===== src/rtl/spi_reg_pkg.sv =====
// Shared register map, bit positions and engine state type for the
// register-controlled serial master. Assumes byte addressing of 32-bit words.
package spi_reg_pkg;
    localparam int BYTE_W = 8;

    localparam logic [7:0] ADDR_CTRL = 8'h60;
    localparam logic [7:0] ADDR_STAT = 8'h64;
    localparam logic [7:0] ADDR_TXD  = 8'h68;
    localparam logic [7:0] ADDR_RXD  = 8'h6C;
    localparam logic [7:0] ADDR_SSEL = 8'h70;

    localparam int CTRL_HOLD   = 0;
    localparam int CTRL_TX_CLR = 1;
    localparam int CTRL_RX_CLR = 2;

    typedef struct packed {
        logic overrun;
        logic rx_full;
        logic rx_empty;
        logic tx_full;
        logic tx_empty;
    } status_t;

    typedef enum logic {
        ENG_IDLE  = 1'b0,
        ENG_SHIFT = 1'b1
    } eng_state_t;
endpackage


===== src/rtl/spi_fifo.sv =====
// Synchronous single-clock byte queue with a show-ahead head word.
// Assumes DEPTH is a power of two; pushes while full and pops while
// empty are ignored; clr has priority over push and pop.
module spi_fifo #(
    parameter int DEPTH = 16,
    parameter int WIDTH = 8
) (
    input  logic             clk,
    input  logic             rst_n,
    input  logic             clr,
    input  logic             push,
    input  logic [WIDTH-1:0] wdata,
    input  logic             pop,
    output logic [WIDTH-1:0] rdata,
    output logic             empty,
    output logic             full,
    output logic [$clog2(DEPTH):0] level
);
    localparam int AW = $clog2(DEPTH);

    logic [WIDTH-1:0] mem [DEPTH];
    logic [AW-1:0]    wr_ptr;
    logic [AW-1:0]    rd_ptr;
    logic [AW:0]      count;
    logic             do_push;
    logic             do_pop;

    assign empty   = (count == '0);
    assign full    = (count == (AW+1)'(DEPTH));
    assign do_push = push && !full;
    assign do_pop  = pop && !empty;
    assign rdata   = mem[rd_ptr];
    assign level   = count;

    // Store an accepted byte at the write pointer.
    always_ff @(posedge clk) begin
        if (do_push && !clr) begin
            mem[wr_ptr] <= wdata;
        end
    end

    // Advance the pointers and keep the occupancy count.
    always_ff @(posedge clk) begin
        if (!rst_n || clr) begin
            wr_ptr <= '0;
            rd_ptr <= '0;
            count  <= '0;
        end else begin
            if (do_push) wr_ptr <= wr_ptr + 1'b1;
            if (do_pop)  rd_ptr <= rd_ptr + 1'b1;
            case ({do_push, do_pop})
                2'b10:   count <= count + 1'b1;
                2'b01:   count <= count - 1'b1;
                default: count <= count;
            endcase
        end
    end
endmodule


===== src/rtl/spi_sclk_div.sv =====
// Half-period tick generator for the serial clock. While run is high it
// pulses tick once every DIV/2 system cycles; it restarts when run drops.
// Assumes DIV is even and at least 2.
module spi_sclk_div #(
    parameter int DIV = 4
) (
    input  logic clk,
    input  logic rst_n,
    input  logic run,
    output logic tick
);
    localparam int HALF = DIV / 2;
    localparam int CW   = (HALF > 1) ? $clog2(HALF) : 1;

    logic [CW-1:0] cnt;

    assign tick = run && (cnt == CW'(HALF - 1));

    // Count system cycles inside each half period.
    always_ff @(posedge clk) begin
        if (!rst_n || !run) begin
            cnt <= '0;
        end else if (cnt == CW'(HALF - 1)) begin
            cnt <= '0;
        end else begin
            cnt <= cnt + 1'b1;
        end
    end
endmodule


===== src/rtl/spi_shift_engine.sv =====
// Mode-0 byte shifter. On go it takes one byte, drives it MSB first,
// samples the input line on each rising serial edge, and pulses rx_done
// with the assembled byte one cycle after the eighth falling edge.
// Assumes tick comes from a divider that runs while busy is high.
module spi_shift_engine
    import spi_reg_pkg::*;
(
    input  logic              clk,
    input  logic              rst_n,
    input  logic              go,
    input  logic [BYTE_W-1:0] tx_byte,
    input  logic              tick,
    input  logic              miso,
    output logic              tx_pop,
    output logic              busy,
    output logic              sclk,
    output logic              mosi,
    output logic [BYTE_W-1:0] rx_byte,
    output logic              rx_done
);
    localparam int BCW = $clog2(BYTE_W);

    eng_state_t        state;
    logic [BYTE_W-1:0] tx_sh;
    logic [BYTE_W-1:0] rx_sh;
    logic [BCW-1:0]    bit_idx;

    assign busy    = (state == ENG_SHIFT);
    assign tx_pop  = (state == ENG_IDLE) && go;
    assign mosi    = tx_sh[BYTE_W-1];
    assign rx_byte = rx_sh;

    // Sequence the eight bit periods of one byte.
    always_ff @(posedge clk) begin
        if (!rst_n) begin
            state   <= ENG_IDLE;
            sclk    <= 1'b0;
            tx_sh   <= '0;
            rx_sh   <= '0;
            bit_idx <= '0;
            rx_done <= 1'b0;
        end else begin
            rx_done <= 1'b0;
            case (state)
                ENG_IDLE: begin
                    if (go) begin
                        state   <= ENG_SHIFT;
                        tx_sh   <= tx_byte;
                        bit_idx <= '0;
                    end
                end
                default: begin
                    if (tick) begin
                        if (!sclk) begin
                            sclk  <= 1'b1;
                            rx_sh <= {rx_sh[BYTE_W-2:0], miso};
                        end else begin
                            sclk <= 1'b0;
                            if (bit_idx == BCW'(BYTE_W - 1)) begin
                                state   <= ENG_IDLE;
                                rx_done <= 1'b1;
                                tx_sh   <= '0;
                            end else begin
                                bit_idx <= bit_idx + 1'b1;
                                tx_sh   <= {tx_sh[BYTE_W-2:0], 1'b0};
                            end
                        end
                    end
                end
            endcase
        end
    end
endmodule


===== src/rtl/spi_reg_master.sv =====
// Top level: register decode, transmit and receive queues, divider and
// shift engine. A write needs both valids in one cycle; reads return data
// one cycle after the request, and a receive-data read pops the queue.
// Assumes DEPTH is 16 or 256 and DIV is even.
module spi_reg_master
    import spi_reg_pkg::*;
#(
    parameter int DEPTH = 16,
    parameter int DIV   = 4
) (
    input  logic        clk,
    input  logic        rst_n,
    input  logic        bus_wr_addr_vld,
    input  logic        bus_wr_data_vld,
    input  logic [7:0]  bus_wr_addr,
    input  logic [31:0] bus_wr_data,
    input  logic        bus_rd_req,
    input  logic [7:0]  bus_rd_addr,
    output logic [31:0] bus_rd_data,
    output logic        spi_sclk,
    output logic        spi_cs_n,
    output logic        spi_mosi,
    input  logic        spi_miso
);
    localparam int LW = $clog2(DEPTH) + 1;

    logic              wr_stb;
    logic              inhibit_q;
    logic              cs_n_q;
    logic              overrun_q;
    logic              tx_clr, rx_clr, tx_push, rx_pop;
    logic              tx_empty, tx_full, rx_empty, rx_full;
    logic [BYTE_W-1:0] tx_head, rx_head, rx_byte;
    logic [LW-1:0]     tx_level, rx_level;
    logic              eng_go, eng_pop, eng_busy, eng_done, div_tick;
    status_t           stat;

    assign wr_stb  = bus_wr_addr_vld && bus_wr_data_vld;
    assign tx_clr  = wr_stb && (bus_wr_addr == ADDR_CTRL) && bus_wr_data[CTRL_TX_CLR];
    assign rx_clr  = wr_stb && (bus_wr_addr == ADDR_CTRL) && bus_wr_data[CTRL_RX_CLR];
    assign tx_push = wr_stb && (bus_wr_addr == ADDR_TXD);
    assign rx_pop  = bus_rd_req && (bus_rd_addr == ADDR_RXD);
    assign eng_go  = !inhibit_q && !cs_n_q && !tx_empty;
    assign spi_cs_n = cs_n_q;

    assign stat = '{overrun: overrun_q, rx_full: rx_full, rx_empty: rx_empty,
                    tx_full: tx_full, tx_empty: tx_empty};

    // Hold bit and chip select registers written by software.
    always_ff @(posedge clk) begin
        if (!rst_n) begin
            inhibit_q <= 1'b1;
            cs_n_q    <= 1'b1;
        end else if (wr_stb) begin
            if (bus_wr_addr == ADDR_CTRL) inhibit_q <= bus_wr_data[CTRL_HOLD];
            if (bus_wr_addr == ADDR_SSEL) cs_n_q    <= bus_wr_data[0];
        end
    end

    // Sticky flag for a byte lost to a full receive queue.
    always_ff @(posedge clk) begin
        if (!rst_n || rx_clr) begin
            overrun_q <= 1'b0;
        end else if (eng_done && rx_full) begin
            overrun_q <= 1'b1;
        end
    end

    // Registered read multiplexer.
    always_ff @(posedge clk) begin
        if (!rst_n) begin
            bus_rd_data <= '0;
        end else if (bus_rd_req) begin
            case (bus_rd_addr)
                ADDR_CTRL: bus_rd_data <= {31'd0, inhibit_q};
                ADDR_STAT: bus_rd_data <= {27'd0, stat};
                ADDR_RXD:  bus_rd_data <= {24'd0, rx_head};
                ADDR_SSEL: bus_rd_data <= {31'd0, cs_n_q};
                default:   bus_rd_data <= '0;
            endcase
        end
    end

    spi_fifo #(.DEPTH(DEPTH), .WIDTH(BYTE_W)) u_tx_fifo (
        .clk(clk), .rst_n(rst_n), .clr(tx_clr),
        .push(tx_push), .wdata(bus_wr_data[BYTE_W-1:0]),
        .pop(eng_pop), .rdata(tx_head),
        .empty(tx_empty), .full(tx_full), .level(tx_level)
    );

    spi_fifo #(.DEPTH(DEPTH), .WIDTH(BYTE_W)) u_rx_fifo (
        .clk(clk), .rst_n(rst_n), .clr(rx_clr),
        .push(eng_done), .wdata(rx_byte),
        .pop(rx_pop), .rdata(rx_head),
        .empty(rx_empty), .full(rx_full), .level(rx_level)
    );

    spi_sclk_div #(.DIV(DIV)) u_div (
        .clk(clk), .rst_n(rst_n), .run(eng_busy), .tick(div_tick)
    );

    spi_shift_engine u_engine (
        .clk(clk), .rst_n(rst_n), .go(eng_go), .tx_byte(tx_head),
        .tick(div_tick), .miso(spi_miso), .tx_pop(eng_pop),
        .busy(eng_busy), .sclk(spi_sclk), .mosi(spi_mosi),
        .rx_byte(rx_byte), .rx_done(eng_done)
    );
endmodule


===== config.mk =====
export PLATFORM = sky130hd
export DESIGN_NAME = spi_reg_master
export DESIGN_NICKNAME = d
export VERILOG_FILES = /design/src/rtl/spi_reg_pkg.sv /design/src/rtl/spi_fifo.sv /design/src/rtl/spi_sclk_div.sv /design/src/rtl/spi_shift_engine.sv /design/src/rtl/spi_reg_master.sv
export SDC_FILE = /design/constraint.sdc
export NUM_CORES = 1
export LEC_CHECK = 0
export BUFFER_PORTS_ARGS = -buffer_cell sky130_fd_sc_hd__buf_2
export CORE_UTILIZATION = 65
export CTS_CLUSTER_SIZE = 24
export DETAILED_ROUTE_END_ITERATION = 8
export MAX_ROUTING_LAYER = met4
export PLACE_DENSITY = 0.93
export SETUP_SLACK_MARGIN = 0.1
export SYNTH_ARGS = -nofsm -noshare
export SYNTH_HDL_FRONTEND = slang
export SYNTH_SLANG_ARGS = --single-unit

===== constraint.sdc =====
create_clock -name clk -period 8.3 [get_ports clk]
set_input_delay 1.66 -clock clk [delete_from_list [all_inputs] [get_ports clk]]
set_output_delay 1.66 -clock clk [all_outputs]
set_load 0.05 [all_outputs]

Word-level counts from Yosys, hierarchy flattened
Memory sizes are Yosys's and may differ from the RTL's. A register that Yosys moved wholly into a read port is not among the register bits.
Cells that the tools add are included.
W data, S select, Z words.
{ "op_classes": {"mux": 28, "shift": 0, "div_mod_pow": 0, "n_reduce_logical": 43, "bitwise": 2, "n_mul": 0, "n_eq_ne": 17, "n_lt_le_gt_ge": 0, "add_sub_neg": 10} }
{ "ops": {"columns": ["cell", "count"], "rows": [
  ["$eq A8 B7 Y1 const B", 7],
  ["$mux W8", 5],
  ["$pmux W8 S4", 1],
  ["$pmux W5 S2", 2],
  ["$logic_and A1 B1 Y1", 17],
  ["$add A4 B1 Y4 const B", 4],
  ["$mux W4", 4],
  ["$mux W3", 5],
  ["$mux W1", 11],
  ["$add A5 B1 Y5 const B", 2],
  ["$eq A5 B5 Y1 const B", 2],
  ["$logic_not A1 Y1", 10],
  ["$logic_not A5 Y1", 2],
  ["$sub A5 B1 Y5 const B", 2],
  ["$reduce_and A4 Y1", 2],
  ["$reduce_and A2 Y1", 3],
  ["$reduce_and A3 Y1", 2],
  ["$reduce_bool A2 Y1", 3],
  ["$eq A2 B1 Y1 const B", 2],
  ["$eq A2 B2 Y1 const B", 2],
  ["$ne A2 B2 Y1 const B", 2],
  ["$add A3 B1 Y3 const B", 1],
  ["$eq A3 B3 Y1 const B", 1],
  ["$logic_or A1 B1 Y1", 3],
  ["4 further kinds", 5]
]} }
{ "word_totals": {"ff_bits": 84, "latch_bits": 0, "ram_bits": 256, "output_inout_bits": 35, "romBits": 0, "mem_count": 2, "elab_cells": 119, "input_bits": 54} }
{ "mem_list": {"columns": ["memory", "depth", "width", "rd", "rd_ports_with_merged_regs", "write_ports", "line_no", "text"], "rows": [
  ["u_rx_fifo.mem", 16, 8, 1, 1, 1, "spi_fifo.sv:21", "logic [WIDTH-1:0] mem [DEPTH];"],
  ["u_tx_fifo.mem", 16, 8, 1, 1, 1, "spi_fifo.sv:21", null]
]} }

Depth between registers and ports, before layout
{ "logic_depth": {"depth_word": 7, "ltp_mapped": 11, "mapped_depth_nobuf": 11} }

Cells and area by module
From an unflattened synthesis, not the netlist that was laid out.
{ "unflattened": {"hier_cells": 820, "area_unflattened_um2": 13436.6} }
{ "by_module_without_submodules": {"columns": ["module", "instances", "cells_each", "area_per_inst_um2"], "rows": [
  ["spi_fifo (u_tx_fifo)", 1, 317, 5784.3],
  ["spi_fifo (u_rx_fifo)", 1, 312, 5769.3],
  ["spi_shift_engine", 1, 101, 1056.0],
  ["spi_reg_master", 1, 87, 790.8],
  ["spi_sclk_div", 1, 3, 36.3]
]} }

Worst setup path after synthesis
No wires, ideal clock.
{ "synth_timing": {"path_type": "input -> register", "start": "input bus_rd_addr[1]", "end": "register u_rx_fifo.count[4], in the netlist u_rx_fifo.level[4]", "arrival_time_ns": 4.122, "setup_ns": 0.070, "path_slack_ns": 4.108, "stages": 11, "n_path_buf": 0, "path_cell_list": "nor4bb_1 nand3_1 nor2_1 ha_1 inv_1 fa_1 nor2b_1 o21ai_1 and3_1 or4_1 a21oi_1"} }
{ "synth_between": {"elab_chain_cells": 5, "word_cells_on_any_way": 7, "cone_classes": "eq/ne (3); mux (1); reduce/logical (3)"} }
{ "synth_rtl": {"columns": ["item", "line_no", "text"], "rows": [
  ["start, declared", "spi_reg_master.sv:18", "input logic [7:0] bus_rd_addr,"],
  ["$eq A8 B7 Y1 (*)", "spi_reg_master.sv:42", "assign rx_pop = bus_rd_req && (bus_rd_addr == ADDR_RXD);"],
  ["$logic_and A1 B1 Y1 (*)", "spi_reg_master.sv:42", null],
  ["$logic_and A1 B1 Y1 (*)", "spi_fifo.sv:31", "assign do_pop = pop && !empty;"],
  ["via u_rx_fifo.do_pop", "spi_fifo.sv:26", "logic do_pop;"],
  ["$eq A2 B1 Y1 or $eq A2 B2 Y1 (tied branches)", "spi_fifo.sv:51", "case ({do_push, do_pop})"],
  ["$pmux W5 S2 or $reduce_bool A2 Y1 (tied branches)", null, null],
  ["end signal, assigned", "spi_fifo.sv:52", "2'b10: count <= count + 1'b1;"],
  ["end signal, assigned", "spi_fifo.sv:53", "2'b01: count <= count - 1'b1;"],
  ["end signal, assigned", "spi_fifo.sv:54", "default: count <= count;"],
  ["end, declared", "spi_fifo.sv:24", "logic [AW:0] count;"]
]} }
Mark *: on every way through the listed nets, which the timed path passes. The rest lies on a longest branch.
A chain may end at the register's enable or synchronous reset.

Worst setup path after layout
{ "layout_timing": {"start": "input bus_rd_req", "end": "register u_rx_fifo.count[4], in the netlist u_rx_fifo.level[4]"} }
{ "layout_between": {"elab_chain_cells": 4, "word_cells_on_any_way": 6, "cone_classes": "eq/ne (2); mux (1); reduce/logical (3)"} }
{ "layout_rtl": {"columns": ["item", "line_no", "text"], "rows": [
  ["start, declared", "spi_reg_master.sv:17", "input logic bus_rd_req,"],
  ["$logic_and A1 B1 Y1 (*)", "spi_reg_master.sv:42", null],
  ["$logic_and A1 B1 Y1 (*)", "spi_fifo.sv:31", null],
  ["via u_rx_fifo.do_pop", "spi_fifo.sv:26", null],
  ["$eq A2 B1 Y1 or $eq A2 B2 Y1 (tied branches)", "spi_fifo.sv:51", null],
  ["$pmux W5 S2 or $reduce_bool A2 Y1 (tied branches)", null, null]
]} }
Marked as above.

==> results_dict.tcl <==
set metrics [dict create \
    cts_resized 0 \
    required_ns 8.76 \
    drv_slew 0 \
    io_buffers 40 \
    start_util_pct 67.1 \
    clkSlewWorstSetupHoldPaths_ns 0.06 \
    place_congestion 0.914 \
    total_power_uw 3180 \
    fin_skew_ns 0.0236 \
    insertion_delay_ns 0.56 \
    clock_path_buffers 3 \
    ioPinCount 89 \
    grt_antenna_before_repair 0 \
    crit_chain "buf_2 > nor4bb_1 > nand3_1 > nor2_1 > ha_1 > inv_1 > fa_1 > nor2b_1 > o21ai_1 > and3_1 > or4_1 > a21oi_1" \
    grt_pass1_vias 7998 \
    holdWs_ns 0.440 \
    max_stage_delay_ns 0.42 \
    die_area_um2 20800 \
    yosysMostFrequentCell "edfxtp_1" \
    cap_violations 0 \
    rrSetupSlack_ns 4.89 \
    syn_area_um2 13200 \
    hold_violations 0 \
    path_class "in -> reg" \
    wl_um 30400 \
    layout.nets 967 \
    ys_seq_elements 324 \
    synth_cells 841 \
    antenna_cells 0 \
    critical_path.top_delay_family "simple AND/OR/NAND/NOR gates" \
    slowest_stage "or4_1" \
    drt_iter0_drc 1199 \
    num_rows 51 \
    ir_worst_vdd_mv 0.178 \
    grt.overflow.total 0 \
    post-route-period-util_pct 51.8 \
    hpwl_um 17600 \
    p_leak_uw 0.00487 \
    rsz0062_at_grt "no" \
    maxSlewHeadroom_pct 25.6 \
    finalSetupViolCount 0 \
    utilization_pct 74.2 \
    grt_max_degree 33 \
    syn_to_final_growth_pct 10.7 \
    status "finished, final reports clean" \
    yosysSeqAreaShare_pct 68.7 \
    synth_top_area_share_pct 58.3 \
    fin_tns_setup_ns 0 \
    clock-sinks 324 \
    holdBufCountCts 0 \
    yosysWarnings 0 \
    die_h_um 144 \
    drc 0 \
    yosys-top-cells-area "edfxtp_1 58%, dfxtp_1 10%, mux4_2 8.2%" \
    cts_tree "yes" \
    synth_commonest_cells "256 x edfxtp_1, 68 x dfxtp_1, 58 x nand2_1, 58 x nor2_1, 48 x mux4_2" \
    dr.pass1.iters 5 \
    cp.arrival_ns 4.76 \
    synth_ff_type "edfxtp_1" \
    num_vias 7931 \
    async_flop_share_pct 0 \
    synth-edff-count 256 \
    syn_avg_cell_area_um2 15.7 \
    die_x_um 144 \
    tightest_slew_ns 1.11 \
    clock_tree.htree_level_count 1 \
    grt_pass1_wl_um 46300 \
    worstPathMaxFanout 6 \
    avgViaCountPerCell 6.72 \
    crit_path_start_kind "input pin" \
    synth_top_area_cell "edfxtp_1" \
    design.core.area_um2 19700 \
    endpoint_kind "register" \
    drive_gt1_share_pct 19.7 \
    postRouteAntennaNets 0 \
    critical_path_buf_inv_count 2 \
    cts_root_buffer "clkbuf_16" \
    grt_util_all_layers_pct 31.7 \
    cts_made_buffers 30 \
    fmax_mhz 233 \
    yosys.cell_types.count 57 \
    hold_class "reg -> reg" \
    wl_per_cell_um 25.7 \
    p_per_area_nw_per_um2 218 \
    post-cts-setup-buffers 0 \
    final.min_clock_period_ns 4.30 \
]
-- placed cells by master (no fill, tap or decap), types with 15 or more instances in the layout --
cell	synthesis	final
ha_1	20	20
dfxtp_1	68	67
clkbuf_16	0	31
a21oi_1	35	35
buf_2	10	40
inv_1	23	23
nor3_1	16	16
mux4_2	48	48
nand3_1	15	15
mux2_2	21	21
edfxtp_1	256	256
nand2_1	58	58
mux2i_1	38	38
nor2_1	58	58
conb_1	1	24
-- flip-flops by register name (all words and copies together), names as in the netlist, 3 cells and up, named ones only --
register          cells
bus_rd_data           8
u_tx_fifo.level       5
u_rx_fifo.wr_ptr      4
u_engine.rx_byte      8
u_engine.bit_idx      3
u_engine.tx_sh        8
u_rx_fifo.rd_ptr      4
u_tx_fifo.mem       128
u_rx_fifo.level       5
u_rx_fifo.mem       128
u_tx_fifo.rd_ptr      4
u_tx_fifo.wr_ptr      4
-- power by group --
group          switching [µW]  internal (µW)
Clock                     581            813
Sequential             0.0805           1740
Combinational            45.9           6.87
Total                     627           2560
-- cell families after synthesis --
logic type	after synthesis	share of synthesized area [%]
XOR/XNOR	17	1.13
adder cells (fa/ha/maj)	22	2.20
AO/OA/AOI/OAI	90	4.78
flip-flops	324	68.7
buffers and inverters	84	3.23
AND/OR/NAND/NOR	196	7.10
other	1	0.0285
multiplexers	107	12.9
-- worst register-to-register path, delay by kind of cell, from the launching register on --
| kind | cells | cell delay [ns] |
|---|---|---|
| compound gates | 3 | 0.66 |
| fa+ha+maj | 2 | 0.64 |
| buf+inv | 2 | 0.23 |
| flops | 1 | 0.35 |
| simple gates | 4 | 1.46 |
-- per-stage QoR --
stage	cells	setup WS, ns	cell area (µm²)
CTS	1180	4.04	14600
global route	1180	3.71	14600
finish	1180	4.00	14600
global placement	1124	3.73	13600
detailed placement	1124	3.61	13600
floorplan	864	4.11	13300
-- area by class of cell --
type / instances / area (µm²)
Multi-Input combinational cell: 456 / 3790
Tap cell: 265 / 332
Clock inverter: 12 / 106
Fill cell: 1029 / 5070
Clock buffer: 44 / 905
Sequential cell: 324 / 9050
Inverter: 25 / 93.8
Timing Repair Buffer: 54 / 305
-- per-layer routing --
metal	global-route usage [%]	wire [µm]	vias to the layer above
met4	15.3	1770	0
met5	-	0	-
met3	5.03	3120	162
met2	51.0	15000	640
li1	-	-	3274
met1	39.8	10500	3855
-- worst paths after layout --
kind | start | end | cells past startpoint
worst max-delay path | bus_rd_req | u_rx_fifo.level[4]$_SDFFE_PP0P_ | 12
worst min-delay path | bus_rd_data[7]$_SDFFE_PN0P_ | bus_rd_data[7]$_SDFFE_PN0P_ | 2
worst max register to register | u_rx_fifo.level[0]$_SDFFE_PP0P_ | u_rx_fifo.level[4]$_SDFFE_PP0P_ | 11
worst min register to register | bus_rd_data[7]$_SDFFE_PN0P_ | bus_rd_data[7]$_SDFFE_PN0P_ | 2
Power figures use the tool's default switching activity.
